**src/rtl/dmac_pkg.sv**
```systemverilog
package dmac_pkg;
    localparam int NCH    = 4;
    localparam int CHW    = $clog2(NCH);
    localparam int RW     = 16;
    localparam int MODE_W = 6;

    // Control port indices (above the channel register window)
    localparam logic [3:0] IDX_CMD     = 4'h8;
    localparam logic [3:0] IDX_REQ     = 4'h9;
    localparam logic [3:0] IDX_MASK1   = 4'hA;
    localparam logic [3:0] IDX_MODE    = 4'hB;
    localparam logic [3:0] IDX_CLRPTR  = 4'hC;
    localparam logic [3:0] IDX_MCLR    = 4'hD;
    localparam logic [3:0] IDX_CLRMSK  = 4'hE;
    localparam logic [3:0] IDX_MASKALL = 4'hF;

    typedef struct packed {
        logic           wr;
        logic           rd;
        logic           reg_acc;
        logic           is_cnt;
        logic [CHW-1:0] chan;
        logic           wr_cmd;
        logic           wr_req;
        logic           wr_mask;
        logic           wr_mode;
        logic           wr_clrptr;
        logic           wr_mclr;
        logic           wr_clrmsk;
        logic           wr_maskall;
        logic           rd_status;
    } dec_t;

    typedef struct packed {
        logic [RW-1:0] base_addr;
        logic [RW-1:0] cur_addr;
        logic [RW-1:0] base_cnt;
        logic [RW-1:0] cur_cnt;
    } chan_t;

    typedef struct packed {
        logic                         ptr;
        logic [NCH-1:0]               mask;
        logic [NCH-1:0][MODE_W-1:0]   mode;
        logic [7:0]                   cmd;
        logic [NCH-1:0]               req;
        logic [NCH-1:0]               tc;
    } ctl_t;
endpackage

```
**src/rtl/dmac_port_decode.sv**
```systemverilog
module dmac_port_decode
    import dmac_pkg::*;
#(
    parameter int OFFS_SHIFT = 0,
    localparam int OW = 4 + OFFS_SHIFT
) (
    input  logic          sel,
    input  logic          wr_en,
    input  logic          rd_en,
    input  logic [OW-1:0] offs,
    output dec_t          dec
);
    logic       aligned;
    logic [3:0] idx;
    logic       wr;
    logic       rd;

    generate
        if (OFFS_SHIFT == 0) begin : g_noscale
            assign aligned = 1'b1;
        end else begin : g_scale
            assign aligned = (offs[OFFS_SHIFT-1:0] == '0);
        end
    endgenerate

    assign idx = offs[OW-1:OFFS_SHIFT];
    assign wr  = sel && wr_en && aligned;
    assign rd  = sel && rd_en && !wr_en && aligned;

    always_comb begin
        dec      = '0;
        dec.wr   = wr;
        dec.rd   = rd;
        dec.chan = idx[CHW:1];
        if (!idx[3]) begin
            dec.reg_acc = wr || rd;
            dec.is_cnt  = idx[0];
        end else begin
            case (idx)
                IDX_CMD: begin
                    dec.wr_cmd    = wr;
                    dec.rd_status = rd;
                end
                IDX_REQ:     dec.wr_req     = wr;
                IDX_MASK1:   dec.wr_mask    = wr;
                IDX_MODE:    dec.wr_mode    = wr;
                IDX_CLRPTR:  dec.wr_clrptr  = wr;
                IDX_MCLR:    dec.wr_mclr    = wr;
                IDX_CLRMSK:  dec.wr_clrmsk  = wr;
                IDX_MASKALL: dec.wr_maskall = wr;
                default: ;
            endcase
        end
    end
endmodule

```
**src/rtl/dmac_chan_regs.sv**
```systemverilog
module dmac_chan_regs
    import dmac_pkg::*;
(
    input  logic          clk,
    input  logic          rst_n,
    input  logic          wr_addr,
    input  logic          wr_cnt,
    input  logic          hi_byte,
    input  logic [7:0]    wdata,
    input  logic          upd_en,
    input  logic [RW-1:0] upd_addr,
    input  logic [RW-1:0] upd_cnt,
    output logic [RW-1:0] base_addr,
    output logic [RW-1:0] cur_addr,
    output logic [RW-1:0] base_cnt,
    output logic [RW-1:0] cur_cnt
);
    chan_t ch_d, ch_q;

    always_comb begin
        ch_d = ch_q;
        if (upd_en) begin
            ch_d.cur_addr = upd_addr;
            ch_d.cur_cnt  = upd_cnt;
        end
        // host byte write lands in base and working copy alike
        if (wr_addr) begin
            if (hi_byte) begin
                ch_d.base_addr[15:8] = wdata;
                ch_d.cur_addr[15:8]  = wdata;
            end else begin
                ch_d.base_addr[7:0]  = wdata;
                ch_d.cur_addr[7:0]   = wdata;
            end
        end
        if (wr_cnt) begin
            if (hi_byte) begin
                ch_d.base_cnt[15:8] = wdata;
                ch_d.cur_cnt[15:8]  = wdata;
            end else begin
                ch_d.base_cnt[7:0]  = wdata;
                ch_d.cur_cnt[7:0]   = wdata;
            end
        end
    end

    always_ff @(posedge clk or negedge rst_n) begin
        if (!rst_n) ch_q <= '0;
        else        ch_q <= ch_d;
    end

    assign base_addr = ch_q.base_addr;
    assign cur_addr  = ch_q.cur_addr;
    assign base_cnt  = ch_q.base_cnt;
    assign cur_cnt   = ch_q.cur_cnt;
endmodule

```
**src/rtl/dmac_host_regs.sv**
```systemverilog
module dmac_host_regs
    import dmac_pkg::*;
#(
    parameter int OFFS_SHIFT = 0,
    localparam int OW = 4 + OFFS_SHIFT
) (
    input  logic                  clk,
    input  logic                  rst_n,
    input  logic                  sel,
    input  logic                  wr_en,
    input  logic                  rd_en,
    input  logic [OW-1:0]         offs,
    input  logic [7:0]            wdata,
    output logic [7:0]            rdata,
    input  logic [NCH-1:0]        tc_in,
    input  logic                  upd_en,
    input  logic [CHW-1:0]        upd_chan,
    input  logic [RW-1:0]         upd_addr,
    input  logic [RW-1:0]         upd_cnt,
    output logic [NCH-1:0]        chan_mask,
    output logic [NCH*MODE_W-1:0] chan_mode,
    output logic [7:0]            cmd_reg,
    output logic [NCH-1:0]        sw_req,
    output logic [NCH*RW-1:0]     base_addr,
    output logic [NCH*RW-1:0]     cur_addr,
    output logic [NCH*RW-1:0]     base_cnt,
    output logic [NCH*RW-1:0]     cur_cnt
);
    dec_t dec;
    ctl_t ctl_d, ctl_q;

    dmac_port_decode #(.OFFS_SHIFT(OFFS_SHIFT)) i_dec (
        .sel   (sel),
        .wr_en (wr_en),
        .rd_en (rd_en),
        .offs  (offs),
        .dec   (dec)
    );

    generate
        for (genvar c = 0; c < NCH; c++) begin : g_ch
            dmac_chan_regs i_ch (
                .clk       (clk),
                .rst_n     (rst_n),
                .wr_addr   (dec.wr && dec.reg_acc && !dec.is_cnt && dec.chan == CHW'(c)),
                .wr_cnt    (dec.wr && dec.reg_acc &&  dec.is_cnt && dec.chan == CHW'(c)),
                .hi_byte   (ctl_q.ptr),
                .wdata     (wdata),
                .upd_en    (upd_en && upd_chan == CHW'(c)),
                .upd_addr  (upd_addr),
                .upd_cnt   (upd_cnt),
                .base_addr (base_addr[c*RW +: RW]),
                .cur_addr  (cur_addr[c*RW +: RW]),
                .base_cnt  (base_cnt[c*RW +: RW]),
                .cur_cnt   (cur_cnt[c*RW +: RW])
            );
        end
    endgenerate

    always_comb begin
        ctl_d    = ctl_q;
        ctl_d.tc = ctl_q.tc | tc_in;
        if (dec.reg_acc)   ctl_d.ptr = !ctl_q.ptr;
        if (dec.wr_clrptr) ctl_d.ptr = 1'b0;
        if (dec.wr_mask)   ctl_d.mask[wdata[CHW-1:0]] = wdata[2];
        if (dec.wr_mode)   ctl_d.mode[wdata[CHW-1:0]] = wdata[7:2];
        if (dec.wr_req)    ctl_d.req[wdata[CHW-1:0]]  = wdata[2];
        if (dec.wr_cmd)    ctl_d.cmd  = wdata;
        if (dec.wr_clrmsk) ctl_d.mask = '0;
        if (dec.wr_maskall) ctl_d.mask = wdata[NCH-1:0];
        if (dec.rd_status) ctl_d.tc   = tc_in;
        if (dec.wr_mclr) begin
            ctl_d.mask = '1;
            ctl_d.ptr  = 1'b0;
            ctl_d.cmd  = '0;
            ctl_d.req  = '0;
            ctl_d.tc   = '0;
        end
    end

    always_ff @(posedge clk or negedge rst_n) begin
        if (!rst_n) begin
            ctl_q      <= '0;
            ctl_q.mask <= '1;
        end else begin
            ctl_q <= ctl_d;
        end
    end

    // read path: working copy of the selected register, byte by pointer
    logic [RW-1:0] rd_word;
    always_comb begin
        rd_word = dec.is_cnt ? cur_cnt[dec.chan*RW +: RW] : cur_addr[dec.chan*RW +: RW];
        rdata   = '0;
        if (dec.rd && dec.reg_acc) rdata = ctl_q.ptr ? rd_word[15:8] : rd_word[7:0];
        else if (dec.rd_status)    rdata = {ctl_q.req, ctl_q.tc};
    end

    assign chan_mask = ctl_q.mask;
    assign chan_mode = ctl_q.mode;
    assign cmd_reg   = ctl_q.cmd;
    assign sw_req    = ctl_q.req;

    // taps for the bound checker
    logic ptr_now, acc_now, clrptr_now, mclr_now, clrmsk_now, mask_now, wr_now;
    assign ptr_now    = ctl_q.ptr;
    assign acc_now    = dec.reg_acc;
    assign clrptr_now = dec.wr_clrptr;
    assign mclr_now   = dec.wr_mclr;
    assign clrmsk_now = dec.wr_clrmsk;
    assign mask_now   = dec.wr_mask;
    assign wr_now     = dec.wr;
endmodule

```
**config.mk**
```make
export PLATFORM = sky130hd
export DESIGN_NAME = dmac_host_regs
export DESIGN_NICKNAME = d
export VERILOG_FILES = /design/src/rtl/dmac_pkg.sv /design/src/rtl/dmac_port_decode.sv /design/src/rtl/dmac_chan_regs.sv /design/src/rtl/dmac_host_regs.sv
export SDC_FILE = /design/constraint.sdc
export NUM_CORES = 1
export LEC_CHECK = 0
export BUFFER_PORTS_ARGS = -buffer_cell sky130_fd_sc_hd__buf_2
export CORE_UTILIZATION = 54
export DETAILED_ROUTE_END_ITERATION = 12
export PLACE_DENSITY_LB_ADDON = 0.3
export SLEW_MARGIN = 15
export SYNTH_ARGS = -nofsm -noshare
export SYNTH_HDL_FRONTEND = slang
export SYNTH_SLANG_ARGS = --single-unit
```
**constraint.sdc**
```tcl
create_clock -name clk -period 1.9 [get_ports clk]
set_input_delay 0.285 -clock clk [delete_from_list [all_inputs] [get_ports clk]]
set_output_delay 0.285 -clock clk [all_outputs]
set_load 0.02 [all_outputs]
```
==> run_results.csv <==
group,metric,value,unit
cts,clk_path_buf_depth,3,
drt,wl,46700,microns
worst_setup_path,rrSetupSlack,0.22,ns
logic_synthesis,syn_nets,1359,
global_routing,gr-total-overflow,0,
logic_synthesis,synthAdderAreaFrac,0,
die,fp.dieH,163,microns
sta,timing.slew.headroom,0.548,
final_layout,layout.area.seq,0.00755,sq mm
drt,wl_per_cell,22.4,microns
sta,period_share,1.29,
sta,finalCriticalPeriod,2.44,ns
logic_synthesis,synth_xor_xnor_area_share,0,
logic_synthesis,synth_edf_count,0,
worst_setup_path,cp.required,1.62,ns
drt,drt_iter0_markers,1081,
cts,cts_tree,"done",
power_and_ir_drop,p_per_area,1200,mW/mm^2
worst_setup_path,cpPeakStageDelay,0.48,ns
sta,hold_viol,0,
final_layout,multiInputGateArea,0.00535,sq mm
worst_setup_path,crit_top_cell,"buf_4",
power_and_ir_drop,vdd_drop_max,0.820,mV
cts,insertion_delay,0.56,ns
logic_synthesis,muxShareOfSynthArea,0.171,
logic_synthesis,synth_compound_area_frac,0.119,
placed_design,post-place-ws,-0.240,ns
sta,setup_ws,-0.542,ns
logic_synthesis,synthCells,1303,
worst_setup_path,path_cells,"mux4_2 -> mux2i_1 -> buf_4 -> o211ai_1 -> buf_4",
sta,grt_setup_unrepaired,"true",
drt,dr_wl_met2,21300,microns
logic_synthesis,synthFlopType,"dfrtp_1",
power_and_ir_drop,leakagePower,9.35,nW
logic_synthesis,yosys-top-cells-count,"297 x dfrtp_1, 267 x o21ai_0, 151 x mux2i_1, 150 x nand2_1, 131 x inv_1",
logic_synthesis,async_flop_share,1.00,
logic_synthesis,ys_ff_latch,301,
worst_setup_path,startpoint_type,"register",
logic_synthesis,synth_top_family_by_area,"multiplexers",
status,failed_checks,"negative setup slack",
logic_synthesis,synth_top_area_frac,0.529,
sta,setup_viol,8,
logic_synthesis,yosysMostFrequentCell,"dfrtp_1",
worst_setup_path,arrival,2.16,ns
die,io-pin-count,360,
logic_synthesis,synthTopCellsByArea,"dfrtp_1 53%, mux2i_1 11%, o21ai_0 9.5%, nand2_1 4.0%, mux4_2 3.8%",
placed_design,place_congestion,0.952,
sta,fin_worst_skew,0.00576,ns
drt,dr.pass1.iters,5,
final_layout,final_nets,1784,
drt,vias,12100,
placed_design,dp_hpwl,33700,microns
final_layout,n_fill_cell,1823,
sta,slew_viol_final,0,
global_routing,antenna_found_initial,7,
logic_synthesis,synth-simple-area-share,0.0863,
worst_setup_path,critPathCaptureType,"output port",
final_layout,final_cell_area,0.0183,sq mm
status,status,"finished, violations left",
cts,cts.clk_slew.worst_paths,0.06,ns
die,num_rows,58,
drt,viasPerCell,5.81,
run,drv_cap,0,
cts,cts_buffers,30,
cts,cts_root_buf,"clkbuf_16",
drt,met1Wirelength,19600,microns
worst_setup_path,crit_slowest_cell,"mux4_2",
worst_setup_path,crit_type,"reg -> out",
drt,topRoutingLayerUsed,"met5",
global_routing,track_usage,0.350,
drt,drc_errors,0,
min_path,min_path_type,"in -> reg",
final_layout,drive_gt1_frac,0.386,
sta,clock.fmax,0.410,GHz
logic_synthesis,synth.distinct_cells,59,
sta,worst_slew_pin_slew,0.678,ns
die,dieArea,0.0267,sq mm
cts,clock-sinks,301,
logic_synthesis,synth.avg_cell_area,10.8,sq um
die,die_w,163,microns
logic_synthesis,synth.largest_area_cell,"dfrtp_1",
logic_synthesis,seq_area_frac_synth,0.537,
global_routing,grt_pass1_wl,70300,microns
global_routing,grt_pass1_vias,11800,
placed_design,place_area,0.0168,sq mm
die,fp.coreArea,0.0253,sq mm
logic_synthesis,synthesis.area,0.0140,sq mm
drt,dr_wl_met3,4130,microns
worst_setup_path,critical_path_peak_fanout,2,
logic_synthesis,yosys_warnings,0,
drt,ant_nets,0,
global_routing,grt_max_degree,53,
placed_design,io_buffers,359,
sta,holdWs,0.0730,ns
sta,fin_setup_tns,-3.66,ns
cts,cts_max_level,1,
die,initial_core_util,0.555,
final_layout,syn2layout_area_growth,30.0,%
==> layout by cell type, fill, tap and decap left out, types with 4 or more instances in the layout <==
cell type,count
buf_2,350
nor4_4,4
mux2i_1,150
o21ai_0,266
nor2_1,18
dfrtp_1,290
o211ai_1,5
mux2_2,31
o22ai_1,5
nand2_1,148
dfstp_2,4
dlygate4sd3_1,5
buf_4,127
dfrtp_2,7
clkbuf_16,31
a21oi_1,10
mux4_2,24
buf_6,4
diode_2,6
nor3_2,7
inv_1,131
buf_12,32
clkbuf_8,7
clkinv_2,7
nor3_4,6
clkbuf_1,6
nand2b_1,6
==> per-stage QoR <==
| step | utilization | power [mW] | instances |
|---|---|---|---|
| 2_1_floorplan | - | 12.5 | 1303 |
| 3_3_place_gp | 0.662 | 15.4 | 1977 |
| 3_5_place_dp | 0.662 | 15.6 | 1977 |
| 4_1_cts | 0.717 | 21.8 | 2074 |
| 5_1_grt | 0.721 | 22.7 | 2084 |
| 6_report | 0.721 | 21.9 | 2087 |
==> layer usage <==
metal / vias up / global-route usage
met5: - / 0
met4: 2 / 0.138
met3: 144 / 0.0615
met2: 726 / 0.527
met1: 5975 / 0.505
li1: 5278 / -
==> critical path: cells and delay by family (launching register included) <==
kind / cells / cell delay [ns]
AO/OA/AOI/OAI: 1 / 0.17
buffers and inverters: 2 / 0.37
flip-flops: 1 / 0.43
multiplexers: 2 / 0.63
==> kinds of logic after synthesis <==
| kind of cell | Yosys count |
|---|---|
| multiplexers | 206 |
| AO/OA/AOI/OAI | 313 |
| buffers and inverters | 258 |
| AND/OR/NAND/NOR | 225 |
| flip-flops | 301 |
==> report_power, final <==
group	internal, mW	total (mW)	switching [mW]
clock	3.39	5.93	2.54
sequential	7.89	9.16	1.27
combinational	2.62	6.79	4.17
total	13.9	21.9	7.98
==> final timing paths <==
check | startpoint | endpoint | cells past startpoint
setup / recovery | g_ch[2].i_ch.cur_cnt[14]$_DFF_PN0_ | rdata[6] | 5
hold / removal | upd_cnt[11] | g_ch[2].i_ch.cur_cnt[11]$_DFF_PN0_ | 3
setup reg to reg | ptr_now$_DFFE_PN0P_ | g_ch[0].i_ch.base_cnt[15]$_DFFE_PN0P_ | 6
hold reg to reg | chan_mode[14]$_DFFE_PN0P_ | chan_mode[14]$_DFFE_PN0P_ | 1
max in group asynchronous | rst_n | g_ch[3].i_ch.base_addr[13]$_DFFE_PN0P_ | 4
min in group asynchronous | rst_n | g_ch[0].i_ch.base_addr[5]$_DFFE_PN0P_ | 2
==> cell type report <==
type / instances / share of cell area
Antenna cell: 6 / 0.000822
Clock buffer: 44 / 0.0490
Clock inverter: 11 / 0.00493
Inverter: 132 / 0.0271
Multi-Input combinational cell: 744 / 0.293
Sequential cell: 301 / 0.413
Tap cell: 330 / 0.0226
Timing Repair Buffer: 519 / 0.189
==> timing repair <==
action                                  in CTS  in global routing
endpoints found under the setup margin       8                  8
resized for setup                           20                 13
hold buffers                                 5                  0
pin swaps                                   10                  7
buffers inserted                            37                  7
hold endpoints to repair                    47                  0
Note: power is estimated with default switching activity, not from simulation.
